<file path="config.mk">
export PLATFORM = sky130hd
export DESIGN_NAME = dbg_auth_ctrl
export DESIGN_NICKNAME = d
export VERILOG_FILES = /design/src/rtl/dbg_auth_pkg.sv /design/src/rtl/dbg_key_unlock.sv /design/src/rtl/dbg_arch_gate.sv /design/src/rtl/dbg_policy.sv /design/src/rtl/dbg_auth_ctrl.sv
export SDC_FILE = /design/constraint.sdc
export NUM_CORES = 1
export LEC_CHECK = 0
export ABC_AREA = 1
export BUFFER_PORTS_ARGS = -buffer_cell sky130_fd_sc_hd__buf_4
export CAP_MARGIN = 10
export CORE_AREA = 2 2 160 162
export DETAILED_ROUTE_END_ITERATION = 8
export DIE_AREA = 0 0 162 164
export PLACE_DENSITY = 0.52
export SYNTH_ARGS = -nofsm -noshare
export SYNTH_HDL_FRONTEND = slang
export SYNTH_SLANG_ARGS = --single-unit
</file>
<file path="constraint.sdc">
create_clock -name clk -period 1.3 [get_ports clk]
set_clock_uncertainty 0.05 [all_clocks]
set_input_delay 0.195 -clock clk [delete_from_list [all_inputs] [get_ports clk]]
set_output_delay 0.195 -clock clk [all_outputs]
set_load 0.05 [all_outputs]
</file>
<file path="src/rtl/dbg_auth_pkg.sv">
package dbg_auth_pkg;
  // combined restriction before overrides
  typedef struct packed {
    logic all_off;
    logic sec_off;
  } restrict_t;

  localparam int unsigned SLOT_SEC = 0;
  localparam int unsigned SLOT_NS  = 1;
endpackage

</file>
<file path="src/rtl/dbg_key_unlock.sv">
module dbg_key_unlock #(
  parameter int unsigned KEY_W = 128
) (
  input  logic             clk,
  input  logic             rst_n,
  input  logic [1:0]       enroll,
  input  logic [KEY_W-1:0] ref_sec,
  input  logic [KEY_W-1:0] ref_ns,
  input  logic             in_valid,
  output logic             in_ready,
  input  logic [KEY_W-1:0] in_data,
  output logic [1:0]       unlocked
);
  import dbg_auth_pkg::*;

  logic            rdy_q;
  logic [1:0]      unl_q;
  logic [1:0]      hit;
  logic [KEY_W-1:0] refs [2];

  assign refs[SLOT_SEC] = ref_sec;
  assign refs[SLOT_NS]  = ref_ns;

  for (genvar s = 0; s < 2; s++) begin : g_cmp
    assign hit[s] = enroll[s] && (in_data == refs[s]);
  end

  always_ff @(posedge clk or negedge rst_n) begin
    if (!rst_n) begin
      rdy_q <= 1'b0;
      unl_q <= '0;
    end else begin
      rdy_q <= 1'b1;
      if (in_valid && rdy_q) unl_q <= unl_q | hit;
    end
  end

  assign in_ready = rdy_q;
  assign unlocked = unl_q;
endmodule

</file>
<file path="src/rtl/dbg_arch_gate.sv">
module dbg_arch_gate #(
  parameter int unsigned NCORE = 2
) (
  input  logic             clk,
  input  logic             rst_n,
  input  logic [NCORE-1:0] arch_sel,
  input  logic [NCORE-1:0] wrst,
  output logic [NCORE-1:0] blocked
);
  logic [NCORE-1:0] blk_q;

  for (genvar c = 0; c < NCORE; c++) begin : g_core
    always_ff @(posedge clk or negedge rst_n) begin
      if (!rst_n)       blk_q[c] <= 1'b0;
      else if (wrst[c]) blk_q[c] <= arch_sel[c];
    end
  end

  assign blocked = blk_q;
endmodule

</file>
<file path="src/rtl/dbg_policy.sv">
module dbg_policy #(
  parameter int unsigned NCORE = 2,
  localparam int unsigned OVR_W = 2*NCORE + 1
) (
  input  logic             clk,
  input  logic             rst_n,
  input  logic             otp_all_dis,
  input  logic             otp_sec_dis,
  input  logic [1:0]       enroll,
  input  logic [1:0]       unlocked,
  input  logic [OVR_W-1:0] ovr,
  input  logic [NCORE-1:0] blocked,
  output logic [NCORE-1:0] ap_en,
  output logic [NCORE-1:0] sec_en,
  output logic             misc_en
);
  import dbg_auth_pkg::*;

  restrict_t        rs;
  logic             any_enr, top_ok, low_ok;
  logic [NCORE-1:0] ap_d, sec_d;
  logic             misc_d;

  always_comb begin
    any_enr = |enroll;
    // most secure enrolled key satisfied
    top_ok  = enroll[SLOT_SEC] ? unlocked[SLOT_SEC] : unlocked[SLOT_NS];
    // any enrolled key satisfied
    low_ok  = |unlocked;
    rs.all_off = otp_all_dis | (any_enr & ~low_ok);
    rs.sec_off = otp_sec_dis | rs.all_off | (any_enr & ~top_ok);
  end

  for (genvar c = 0; c < NCORE; c++) begin : g_feat
    assign ap_d[c]  = (~rs.all_off | ovr[2*c]) & ~blocked[c];
    assign sec_d[c] = (~rs.sec_off | ovr[2*c+1]) & ap_d[c];
  end
  assign misc_d = ~rs.all_off | ovr[OVR_W-1];

  always_ff @(posedge clk or negedge rst_n) begin
    if (!rst_n) begin
      ap_en   <= '0;
      sec_en  <= '0;
      misc_en <= 1'b0;
    end else begin
      ap_en   <= ap_d;
      sec_en  <= sec_d;
      misc_en <= misc_d;
    end
  end
endmodule

</file>
<file path="src/rtl/dbg_auth_ctrl.sv">
module dbg_auth_ctrl #(
  parameter int unsigned NCORE = 2,
  parameter int unsigned KEY_W = 128,
  localparam int unsigned OVR_W = 2*NCORE + 1
) (
  input  logic             clk,
  input  logic             rst_n,
  input  logic             otp_all_dis,
  input  logic             otp_sec_dis,
  input  logic [1:0]       key_enroll,
  input  logic [KEY_W-1:0] key_sec_ref,
  input  logic [KEY_W-1:0] key_ns_ref,
  input  logic             key_valid,
  output logic             key_ready,
  input  logic [KEY_W-1:0] key_data,
  input  logic             ovr_we,
  input  logic [OVR_W-1:0] ovr_wdata,
  input  logic [NCORE-1:0] arch_sel,
  input  logic [NCORE-1:0] core_wrst,
  output logic [NCORE-1:0] core_ap_en,
  output logic [NCORE-1:0] core_sec_en,
  output logic             misc_en
);
  logic [OVR_W-1:0] ovr_q;
  logic [1:0]       unl_flags;
  logic [NCORE-1:0] arch_blk;

  always_ff @(posedge clk or negedge rst_n) begin
    if (!rst_n)      ovr_q <= '0;
    else if (ovr_we) ovr_q <= ovr_wdata;
  end

  dbg_key_unlock #(.KEY_W(KEY_W)) u_keys (
    .clk(clk), .rst_n(rst_n), .enroll(key_enroll),
    .ref_sec(key_sec_ref), .ref_ns(key_ns_ref),
    .in_valid(key_valid), .in_ready(key_ready), .in_data(key_data),
    .unlocked(unl_flags)
  );

  dbg_arch_gate #(.NCORE(NCORE)) u_gate (
    .clk(clk), .rst_n(rst_n), .arch_sel(arch_sel), .wrst(core_wrst),
    .blocked(arch_blk)
  );

  dbg_policy #(.NCORE(NCORE)) u_pol (
    .clk(clk), .rst_n(rst_n), .otp_all_dis(otp_all_dis),
    .otp_sec_dis(otp_sec_dis), .enroll(key_enroll), .unlocked(unl_flags),
    .ovr(ovr_q), .blocked(arch_blk), .ap_en(core_ap_en),
    .sec_en(core_sec_en), .misc_en(misc_en)
  );
endmodule

</file>
After elaboration in Yosys (flattened, before gate mapping)
Cells that the tools add are included.
{"block": "word_totals", "register_bits": 15, "in_bits": 401, "output_inout_bits": 6, "elab_cells": 37}
{"block": "op_classes", "eq_ne": 2, "muxes": 1, "bitwise_logic": 21, "reduce_logical": 5}
{"operator": "$eq 128x128->1", "n": 2}
{"operator": "$or 1x1->1", "n": 8}
{"operator": "$and 1x1->1", "n": 6}
{"operator": "$not 1->1", "n": 6}
{"operator": "$reduce_or 2->1", "n": 2}
{"operator": "$logic_and 1x1->1", "n": 3}
{"operator": "$or 2x2->2", "n": 1}
{"operator": "$mux 1", "n": 1}

Depth between registers and ports, before layout
Gate-level depths: netlist (run 1).
{"block": "depth", "word_depth": 9, "depth_mapped": 12}

By module
Synthesis (run 1) repeated with hierarchy kept, for this count alone.
{"block": "unflattened", "hier_cells": 962, "hier_area_um2": 4695.8}
{"mod": "dbg_key_unlock", "instances": 1, "cells_each": 899, "area_per_inst_um2": 4187.8, "seq_area_each_um2": 75.1}
{"mod": "dbg_policy", "instances": 1, "cells_each": 32, "area_per_inst_um2": 242.7, "seq_area_each_um2": 125.1}
{"mod": "dbg_auth_ctrl", "instances": 1, "cells_each": 21, "area_per_inst_um2": 185.2, "seq_area_each_um2": 125.1}
{"mod": "dbg_arch_gate", "instances": 1, "cells_each": 10, "area_per_inst_um2": 80.1, "seq_area_each_um2": 50.0}

Worst setup path after synthesis (run 1)
No wires, ideal clock.
{"block": "synth_timing", "path_type": "reg-to-reg", "start": "reg u_keys.rdy_q (netlist: u_keys.in_ready)", "end": "reg u_keys.unl_q[1] (netlist: u_keys.unlocked[1])", "setup_time_ns": 0.065, "arrival_time_ns": 1.311, "required_time_ns": 1.185, "path_slack_ns": -0.126, "path_stages_with_launch": 11, "n_path_buf": 0, "synth_period_minus_slack_ns": 1.426, "path_cell_list": "dfrtp_1 > nand2_1 > nor2_1 > nand2_1 > nor2_1 > nand2_1 > nor2_1 > nand3_1 > nor2_1 > nand2_1 > nand2_1"}
{"block": "synth_between", "elab_chain_cells": 1}
{"element": "from (decl)", "line_no": "dbg_key_unlock.sv:16", "source": "logic rdy_q;"}
{"element": "from (signal assigned)", "line_no": "dbg_key_unlock.sv:30", "source": "rdy_q <= 1'b0;"}
{"element": "from (signal assigned)", "line_no": "dbg_key_unlock.sv:33", "source": "rdy_q <= 1'b1;"}
{"element": "$logic_and 1x1->1", "line_no": "dbg_key_unlock.sv:34", "source": "if (in_valid && rdy_q) unl_q <= unl_q | hit;"}
{"element": "to (signal assigned)", "line_no": "dbg_key_unlock.sv:34"}
{"element": "to (decl)", "line_no": "dbg_key_unlock.sv:17", "source": "logic [1:0] unl_q;"}
No other way between the ends.
A chain may end at the register's enable or synchronous reset.

Worst setup path after layout (run 1)
{"block": "layout_timing", "start": "reg u_keys.rdy_q (netlist: u_keys.in_ready)", "end": "reg u_keys.unl_q[0] (netlist: u_keys.unlocked[0])"}
The elaborated chain is that of the path after synthesis.

==> results of run 1 <==
sequential cells by signal, indices dropped and copies added, names as in the netlist:
| signal | cells |
|---|---|
| u_keys.unlocked | 2 |
| u_gate.blocked | 2 |
| u_keys.in_ready | 1 |
| ovr_q | 5 |
| u_pol.misc_en | 1 |
| u_pol.sec_en | 2 |
| u_pol.ap_en | 2 |
metal layers:
layer | vias to the layer above | GRT usage (%) | part of all wire, %
li1 | 3266 | - | -
met1 | 2497 | 17.66 | 42
met2 | 211 | 28.76 | 51
met3 | 19 | 2.121 | 6.0
met4 | 0 | 2.735 | 1.6
met5 | - | 0 | 0
through the flow:
step	hold WS [ns]	cells
2_1_floorplan	-0.1506	819
3_3_place_gp	0.01572	1570
3_5_place_dp	0.01694	1570
4_1_cts	0.1069	1577
5_1_grt	0.1135	1577
6_report	0.1062	1577
worst paths after layout:
| kind | start | cells after the start | endpoint | slack (ns) |
|---|---|---|---|---|
| min in group asynchronous | rst_n | 2 | u_keys.in_ready$_DFF_PN0_ | 0.30 |
| hold / removal | ovr_wdata[4] | 3 | ovr_q[4]$_DFFE_PN0P_ | 0.11 |
| max in group asynchronous | rst_n | 2 | u_keys.in_ready$_DFF_PN0_ | 0.70 |
| setup / recovery | u_keys.in_ready$_DFF_PN0_ | 9 | u_keys.unlocked[0]$_DFFE_PN0P_ | -0.03 |
| setup reg to reg | u_keys.in_ready$_DFF_PN0_ | 9 | u_keys.unlocked[0]$_DFFE_PN0P_ | -0.03 |
| hold reg to reg | ovr_q[4]$_DFFE_PN0P_ | 2 | u_pol.misc_en$_DFF_PN0_ | 0.40 |
cells in the final DEF (no fill, tap or decap):
| cell | instances |
|---|---|
| buf_4 | 424 |
| nand2_1 | 284 |
| xnor2_1 | 156 |
| inv_1 | 152 |
| nor2_1 | 99 |
| nand4_1 | 30 |
| or2_2 | 27 |
| nand3_1 | 22 |
| dfrtp_1 | 14 |
| o21ai_0 | 12 |
| inv_2 | 3 |
| clkbuf_16 | 3 |
| a21oi_1 | 2 |
| a21boi_1 | 2 |
| o21ai_1 | 2 |
| mux2_2 | 2 |
| a31oi_1 | 1 |
| nor2_2 | 1 |
| or2_1 | 1 |
| nand2_4 | 1 |
| a21oi_2 | 1 |
| nand3_2 | 1 |
| xor2_1 | 1 |
| nor2_4 | 1 |
| nand2_2 | 1 |
| clkbuf_1 | 1 |
| dlygate4sd3_1 | 1 |
| dfrtp_2 | 1 |
| conb_1 | 1 |
kinds of logic (layout without fill, tap and decap cells):
family / Yosys count / count (layout)
AOI/OAI and AO/OA: 20 / 20
DFF: 15 / 15
xor gates and xnor gates: 157 / 157
buffers and inverters: 156 / 584
muxes: 2 / 2
and+or+nand+nor: 468 / 468
other: 1 / 1
repair_timing:
action                     4_1_cts  5_1_grt
hold buffers                     1        0
hold endpoints to repair        15        0
gates resized for setup          7        0
setup endpoints to repair        2        2
pin swaps                        7        3
buffers inserted                 2        0
power by group through the flow:
stage               registers [mW]  clock network [mW]  logic (mW)
global placement             0.524                   0        2.37
detailed placement           0.525                   0        2.40
finish                       0.518               0.597        2.39
floorplan                    0.581                   0       0.924
global route                 0.522               0.633        2.65
CTS                          0.518               0.612        2.42
worst min-delay path, delay by kind of cell:
kind	cells	cell delay, ns
AO/OA/AOI/OAI	1	0.06
buffers and inverters	1	0.07
AND/OR/NAND/NOR	1	0.03
cell type report:
type / instances / share of cell area, %
sequential: 15 / 4.644
tap: 330 / 5.091
multi-input combinational: 648 / 42.75
inverter: 155 / 7.174
clock buffer: 4 / 0.9719
timing repair buffer: 425 / 39.37
==> impl_metrics.env, run 1 <==
export IMPL_area_growth_pct=84.25
export IMPL_cts_clk_slew_worst_paths_ns=0.05
export IMPL_status="finished with violations"
export IMPL_synth_area_leaders="xnor2_1 31%, nand2_1 24%, inv_1 13%"
export IMPL_std_cell_rows=58
export IMPL_grt_pass1_vias=6072
export IMPL_synthMuxAreaShare_pct=0.5117
export IMPL_fin_crit_sh_pct=102.0
export IMPL_synth_edf_count=0
export IMPL_finalPower_mw=3.508
export IMPL_synth_top_family_by_area="simple AND/OR/NAND/NOR gates"
export IMPL_yosysSeqAreaShare_pct=8.528
export IMPL_synthTopCellsByCount="286 x nand2_1, 156 x xnor2_1, 152 x inv_1, 100 x nor2_1, 30 x nand4_1"
export IMPL_slew_viol_final=0
export IMPL_synth_xor_area_share_pct=31.24
export IMPL_die_height_um=164
export IMPL_vias=5993
export IMPL_clk_insertion_delay_late_ns=0.24
export IMPL_drt_iter0_drc=209
export IMPL_clock_path_buffers=2
export IMPL_numPortBuffers=406
export IMPL_synth_fa_ha_area_share_pct=0
export IMPL_syn_nets=1220
export IMPL_dpl_cell_area_mm2=0.007980
export IMPL_pwr_share_clk_pct=17.0
export IMPL_rsz0062_at_grt="true"
export IMPL_critPathRequiredTime_ns=1.44
export IMPL_totalWireLength_mm=21.12
export IMPL_cp_arrival_ns=1.46
export IMPL_post_route_min_period_ns=1.326
export IMPL_synth_area_mm2=0.004402
export IMPL_gr_usage_all_layers_pct=14.95
export IMPL_multi_input_area_mm2=0.003467
export IMPL_regArea_um2=376.6
export IMPL_critPathTopFamily="simple AND/OR/NAND/NOR gates"
export IMPL_path_max_fanout=2
export IMPL_switching_power_mw=1.191
export IMPL_end_kind="flip-flop"
export IMPL_finalSetupViolCount=2
export IMPL_synth_compound_area_share_pct=2.416
export IMPL_place_hpwl_mm=19.85
export IMPL_startpoint_type="flip-flop"
export IMPL_avgSynthCellArea_um2=5.375
export IMPL_ys_ff_latch=15
export IMPL_drive_gt1_share_pct=37.37
export IMPL_antenna_found_initial=0
export IMPL_num_io_pins=407
export IMPL_finalHoldViolCount=0
export IMPL_criticalPathCategory="reg2reg"
export IMPL_core_area_mm2=0.02482
export IMPL_power_per_cell_area_mw_per_mm2=432.5
export IMPL_nets=1649
export IMPL_htree_num_levels=1
export IMPL_synth_simple_area_share_pct=43.92
export IMPL_drv_cap=0
export IMPL_grt_max_degree=16
export IMPL_cts_sinks=15
export IMPL_ys_types=20
export IMPL_gp_congestion=0.9097
export IMPL_leakagePower_nw=4.357
export IMPL_cts_root_buf="clkbuf_16"
export IMPL_crit_buf_inv=1
export IMPL_place_ws_ns=-0.3412
export IMPL_yosysTopAreaCell="xnor2_1"
export IMPL_via_per_inst=3.800
export IMPL_ir_worst_vdd_v=0.0003101
export IMPL_critPathMaxStageDelay_ns=0.38
export IMPL_pwr_share_comb_pct=68.2
export IMPL_fin_area_mm2=0.008110
export IMPL_grt_pass1_wl_mm=30.77
export IMPL_ant_nets=0
export IMPL_cts_buffers=3
export IMPL_wl_per_cell_um=13.40
export IMPL_synth_top_area_share_pct=31.04
export IMPL_slowest_stage="dfrtp_2"
export IMPL_p_seq_share_pct=14.8
export IMPL_swShare_pct=33.95
export IMPL_yosysMostFrequentCell="nand2_1"
export IMPL_dieArea_mm2=0.02657
export IMPL_insertedDiodeCount=0
export IMPL_ys_flop_type="dfrtp_1"
export IMPL_syn_inst=819
export IMPL_drtPass1Iterations=4
export IMPL_fillers=2791
export IMPL_violations="negative setup slack"
export IMPL_fmaxAchievable_ghz=0.7544
export IMPL_cts_tree="yes"
export IMPL_p_int_mw=2.317
export IMPL_synth_warnings=0
export IMPL_final_core_util_pct=32.68
export IMPL_initial_utilization_pct=17.74
export IMPL_die_width_um=162
export IMPL_path_cells="nand2_4, buf_4, a21oi_2, nand4_1, nor2_1, nand3_2, nor2_1, nand2_1, nand2_1"
export IMPL_final_setup_tns_ns=-0.03582
export IMPL_hp_class="in2reg"
export IMPL_route_detailed_drc=0
export IMPL_worst_slack_ns=-0.02554
export IMPL_synthArstFlopShare_pct=100.0
export IMPL_overflow=0
(Power assumes the default switching activity.)
==> inputs of run 2 (changes only) <==
--- a/config.mk
+++ b/config.mk
@@ -12,6 +12,7 @@
 export DETAILED_ROUTE_END_ITERATION = 8
 export DIE_AREA = 0 0 162 164
 export PLACE_DENSITY = 0.52
+export RECOVER_POWER = 25
 export SYNTH_ARGS = -nofsm -noshare
 export SYNTH_HDL_FRONTEND = slang
 export SYNTH_SLANG_ARGS = --single-unit
==> run 2 against run 1 <==
Against the previous run:
- the flow still finishes with violations (negative setup slack)
- core utilization is essentially flat
- first-iteration DRC count is the same
- global-route usage is the same
- critical path depth is the same
- total power is essentially flat
- non-clock buffer count is the same
- combinational power is essentially flat
==> impl_metrics.env, run 2 (synthesis results as in run 1) <==
export IMPL_final_core_util_pct=32.67
export IMPL_finalHoldViolCount=0
export IMPL_final_cell_mix="423 x buf_4, 284 x nand2_1, 156 x xnor2_1, 152 x inv_1, 99 x nor2_1"
export IMPL_fmaxAchievable_ghz=0.7541
export IMPL_regArea_um2=376.6
export IMPL_fillers=2792
export IMPL_die_width_um=162
export IMPL_dieArea_mm2=0.02657
export IMPL_final_common_cell="buf_4"
export IMPL_grt_max_degree=16
export IMPL_criticalPathCategory="reg2reg"
export IMPL_totalWireLength_mm=21.12
export IMPL_drv_cap=0
export IMPL_cts_root_buf="clkbuf_16"
export IMPL_hp_class="in2reg"
export IMPL_fin_crit_sh_pct=102.0
export IMPL_dp_cells=1570
export IMPL_multi_input_area_mm2=0.003467
export IMPL_fin_hold_ws_ns=0.1059
export IMPL_path_max_fanout=2
export IMPL_clock_path_buffers=2
export IMPL_critPathRequiredTime_ns=1.44
export IMPL_htree_num_levels=1
export IMPL_p_seq_share_pct=14.8
export IMPL_std_cell_rows=58
export IMPL_largest_register_ffs=5
export IMPL_cts_tree="yes"
export IMPL_rsz0062_at_grt="true"
export IMPL_cts_clk_slew_worst_paths_ns=0.05
export IMPL_gp_congestion=0.9097
export IMPL_switching_power_mw=1.191
export IMPL_leakagePower_nw=4.357
export IMPL_cts_sinks=15
export IMPL_worst_slack_ns=-0.02610
export IMPL_drt_iter0_drc=209
export IMPL_pwr_share_clk_pct=17.0
export IMPL_cp_arrival_ns=1.46
export IMPL_ant_nets=0
export IMPL_initial_utilization_pct=17.74
export IMPL_layout_cells_non_filler=1577
export IMPL_nets=1649
export IMPL_swShare_pct=33.97
export IMPL_overflow=0
export IMPL_p_int_mw=2.316
export IMPL_grt_pass1_wl_mm=30.77
export IMPL_violations="negative setup slack"
export IMPL_clk_insertion_delay_late_ns=0.25
export IMPL_end_kind="flip-flop"
export IMPL_die_height_um=164
export IMPL_crit_buf_inv=1
export IMPL_finalSetupViolCount=2
export IMPL_status="finished with violations"
export IMPL_antenna_found_initial=0
export IMPL_pwr_share_comb_pct=68.2
export IMPL_via_per_inst=3.804
export IMPL_wl_per_cell_um=13.40
export IMPL_startpoint_type="flip-flop"
export IMPL_vias=5999
export IMPL_place_hpwl_mm=19.85
export IMPL_regMostFlops="ovr_q"
export IMPL_numPortBuffers=406
export IMPL_cts_buffers=3
export IMPL_grt_pass1_vias=6072
export IMPL_gr_usage_all_layers_pct=14.95
export IMPL_route_detailed_drc=0
export IMPL_slew_viol_final=0
export IMPL_critPathTopFamily="simple AND/OR/NAND/NOR gates"
export IMPL_ir_worst_vdd_v=0.0003101
export IMPL_insertedDiodeCount=0
export IMPL_area_growth_pct=84.20
export IMPL_post_route_min_period_ns=1.326
export IMPL_path_cells="nand2_4, buf_4, a21oi_2, nand4_1, nor2_1, nand3_2, nor2_1, nand2_1, nand2_1"
export IMPL_drtPass1Iterations=4
export IMPL_core_area_mm2=0.02482
export IMPL_drive_gt1_share_pct=37.37
export IMPL_power_per_cell_area_mw_per_mm2=432.6
export IMPL_critPathMaxStageDelay_ns=0.38
export IMPL_num_io_pins=407
export IMPL_slowest_stage="dfrtp_2"
run 2: cell types whose count changed in the layout (fill, tap and decap cells not counted), sizes merged:
cell    before  now
buf        424  423
clkbuf       4    5
run 2: power by group through the flow:
stage                     clock network [mW]  logic [mW]  registers (mW)
after floorplan                            0       0.924           0.581
after global placement                     0        2.37           0.524
after detailed placement                   0        2.40           0.525
after CTS                              0.612        2.42           0.518
after global routing                   0.633        2.65           0.522
final                                  0.598        2.39           0.518
run 2: routing by layer:
metal | track usage (%) | part of all wire (%)
met1 | 17.66 | 42
met4 | 2.735 | 1.6
met3 | 2.121 | 5.9
met5 | 0 | 0
met2 | 28.76 | 51
run 2: through the flow:
step / worst slack (ns) / setup TNS, ns / area (µm²) / power, mW
2_1_floorplan: 0.01179 / 0 / 4403 / 1.506
3_3_place_gp: -0.3285 / -0.5914 / 7980 / 2.899
3_5_place_dp: -0.3412 / -0.5528 / 7980 / 2.922
4_1_cts: -0.1386 / -0.1729 / 8110 / 3.551
5_1_grt: -0.2024 / -0.3279 / 8108 / 3.808
6_report: -0.02610 / -0.03777 / 8108 / 3.507
run 2: worst paths after layout:
path / startpoint / to / slack (ns) / cells past startpoint
max: u_keys.in_ready$_DFF_PN0_ / u_keys.unlocked[0]$_DFFE_PN0P_ / -0.03 / 9
min in group asynchronous: rst_n / u_keys.in_ready$_DFF_PN0_ / 0.36 / 2
min reg2reg: ovr_q[4]$_DFFE_PN0P_ / u_pol.misc_en$_DFF_PN0_ / 0.40 / 2
max reg2reg: u_keys.in_ready$_DFF_PN0_ / u_keys.unlocked[0]$_DFFE_PN0P_ / -0.03 / 9
min: ovr_wdata[4] / ovr_q[4]$_DFFE_PN0P_ / 0.11 / 3
max in group asynchronous: rst_n / u_keys.in_ready$_DFF_PN0_ / 0.53 / 2
run 2: timing repair:
action	CTS	global route
endpoints found under the hold margin	15	0
setup buffers	2	0
resized for setup	7	0
pin swaps	7	3
endpoints found under the setup margin	2	2
hold buffers	1	0
run 2: tightest hold or removal path: stages:
cell and delay, ns:
buf_4 0.07, nand2_1 0.03, o21ai_0 0.06
run 2: cell type report:
type | count | area share, %
inverter | 155 | 7.176
tap | 330 | 5.093
timing repair buffer | 425 | 39.35
multi-input combinational | 648 | 42.76
sequential | 15 | 4.645
clock buffer | 4 | 0.9722
==> inputs of run 3 (changes only) <==
==> constraint.sdc (replaced) <==
create_clock -name clk -period 1.37 [get_ports clk]
set_clock_uncertainty 0.05 [all_clocks]
set_input_delay 0.2055 -clock clk [delete_from_list [all_inputs] [get_ports clk]]
set_output_delay 0.2055 -clock clk [all_outputs]
set_load 0.05 [all_outputs]
==> run 3 against run 2 <==
Against the previous run:
- the flow now finishes without violations
- die area did not move
- global-route usage fell by 0.26 points
- register-to-register slack improved by 0.06 ns
- critical path depth did not move
- critical endpoint unchanged
- largest power group unchanged
- highest routed layer unchanged
==> impl_metrics.env, run 3 (synthesis results as in run 1) <==
export IMPL_htree_num_levels=1
export IMPL_std_cell_rows=58
export IMPL_cts_sinks=15
export IMPL_via_per_inst=3.764
export IMPL_cpMostUsedCell="nand2_1"
export IMPL_route_detailed_drc=0
export IMPL_fin_area_mm2=0.008098
export IMPL_dieArea_mm2=0.02657
export IMPL_gr_usage_all_layers_pct=14.70
export IMPL_end_kind="flip-flop"
export IMPL_fin_hold_ws_ns=0.1158
export IMPL_clk_insertion_delay_late_ns=0.25
export IMPL_drt_iter0_drc=204
export IMPL_num_io_pins=407
export IMPL_place_ws_ns=-0.2714
export IMPL_fmaxAchievable_ghz=0.7467
export IMPL_fillers=2750
export IMPL_cts_buffers=3
export IMPL_startpoint_type="flip-flop"
export IMPL_criticalPathCategory="reg2reg"
export IMPL_place_hpwl_mm=19.59
export IMPL_ant_nets=0
export IMPL_nets=1647
export IMPL_initial_utilization_pct=17.74
export IMPL_post_route_min_period_ns=1.339
export IMPL_die_width_um=162
export IMPL_grt_pass1_vias=5895
export IMPL_maxSlewHeadroom_pct=40.68
export IMPL_gp_congestion=0.9126
export IMPL_cts_clk_slew_worst_paths_ns=0.05
export IMPL_slew_viol_final=0
export IMPL_drv_cap=0
export IMPL_critPathRequiredTime_ns=1.51
export IMPL_ir_worst_vdd_v=0.0003393
export IMPL_area_growth_pct=83.97
export IMPL_core_area_mm2=0.02482
export IMPL_grt_max_degree=16
export IMPL_final_core_util_pct=32.63
export IMPL_numPortBuffers=406
export IMPL_die_height_um=164
export IMPL_regArea_um2=376.6
export IMPL_clock_path_buffers=2
export IMPL_drive_gt1_share_pct=37.27
export IMPL_fin_crit_sh_pct=97.75
export IMPL_final_common_cell="buf_4"
export IMPL_insertedDiodeCount=0
export IMPL_regMostFlops="ovr_q"
export IMPL_overflow=0
export IMPL_final_setup_tns_ns=0
export IMPL_dpl_cell_area_mm2=0.007973
export IMPL_cp_arrival_ns=1.48
export IMPL_finalPower_mw=3.334
export IMPL_path_max_fanout=2
export IMPL_worst_slack_ns=0.03077
export IMPL_drtPass1Iterations=4
export IMPL_power_per_cell_area_mw_per_mm2=411.7
export IMPL_leakagePower_nw=4.350
export IMPL_cts_tree="yes"
export IMPL_vias=5929
export IMPL_rsz0062_at_grt="true"
export IMPL_grt_pass1_wl_mm=30.51
export IMPL_cts_root_buf="clkbuf_16"
export IMPL_layout_cells_non_filler=1575
export IMPL_totalWireLength_mm=20.86
export IMPL_multi_input_area_mm2=0.003473
export IMPL_worstMarginPinSlew_ns=0.8898
export IMPL_finalSetupViolCount=0
export IMPL_largest_register_ffs=5
export IMPL_antenna_found_initial=0
export IMPL_path_cells="nand2_4, buf_4, a21oi_1, nand4_1, nor2_1, nand3_2, nor2_2, nand2_1, nand2_1"
export IMPL_final_cell_mix="421 x buf_4, 284 x nand2_1, 155 x xnor2_1, 152 x inv_1, 98 x nor2_1"
export IMPL_status="completed"
export IMPL_finalHoldViolCount=0
export IMPL_hp_class="in2reg"
export IMPL_dp_cells=1569
export IMPL_critPathMaxStageDelay_ns=0.38
export IMPL_slowest_stage="dfrtp_2"
export IMPL_wl_per_cell_um=13.25
==> run 3: cell types whose count changed in the layout (fill, tap and decap cells not counted), sizes merged <==
cell  before  now
buf      423  421
==> run 3: worst paths after layout <==
path                                                   to                       from  cells after the start  slack, ns
max                        u_keys.unlocked[0]$_DFFE_PN0P_  u_keys.in_ready$_DFF_PN0_                      9       0.03
min                                  ovr_q[4]$_DFFE_PN0P_               ovr_wdata[4]                      3       0.12
max reg2reg                u_keys.unlocked[0]$_DFFE_PN0P_  u_keys.in_ready$_DFF_PN0_                      9       0.03
min reg2reg                       u_pol.misc_en$_DFF_PN0_       ovr_q[4]$_DFFE_PN0P_                      2       0.40
max in group asynchronous       u_keys.in_ready$_DFF_PN0_                      rst_n                      2       0.12
min in group asynchronous       u_keys.in_ready$_DFF_PN0_                      rst_n                      2       0.55
==> run 3: area by class of cell <==
type,instances,share of cell area [%]
Clock buffer,4,0.9734
Multi-Input combinational cell,648,42.89
Inverter,155,7.185
Timing Repair Buffer,423,39.20
Tap cell,330,5.099
Sequential cell,15,4.651
==> run 3: worst max-delay path: cells and delay by family, from the launching register on <==
| kind | cells | cell delay, ns |
|---|---|---|
| buffers and inverters | 1 | 0.14 |
| DFF | 1 | 0.38 |
| and+or+nand+nor | 7 | 0.62 |
| AOI/OAI and AO/OA | 1 | 0.10 |
==> run 3: power by group <==
part	internal [mW]	total [mW]	switching (mW)
clock network	0.395	0.578	0.183
logic	1.32	2.26	0.944
registers	0.479	0.492	0.0132
total	2.19	3.33	1.14
==> run 3: layer usage <==
metal  wire length (µm)  share of wire [%]  vias up  track usage, %
met4                161               0.77        0           1.649
li1                   -                  -     3258               -
met2              10760                 52      200           28.16
met1               8617                 41     2460           18.04
met5                  0                  0        -               0
met3               1324                6.3       11           1.742
==> run 3: timing repair <==
| item | CTS | global route |
|---|---|---|
| buffers inserted | 1 | 0 |
| resized for setup | 5 | 3 |
| cloned | 0 | 0 |
| hold endpoints to repair | 15 | 0 |
| pin swaps | 5 | 5 |
| hold buffers | 1 | 0 |
| setup endpoints to repair | 1 | 2 |
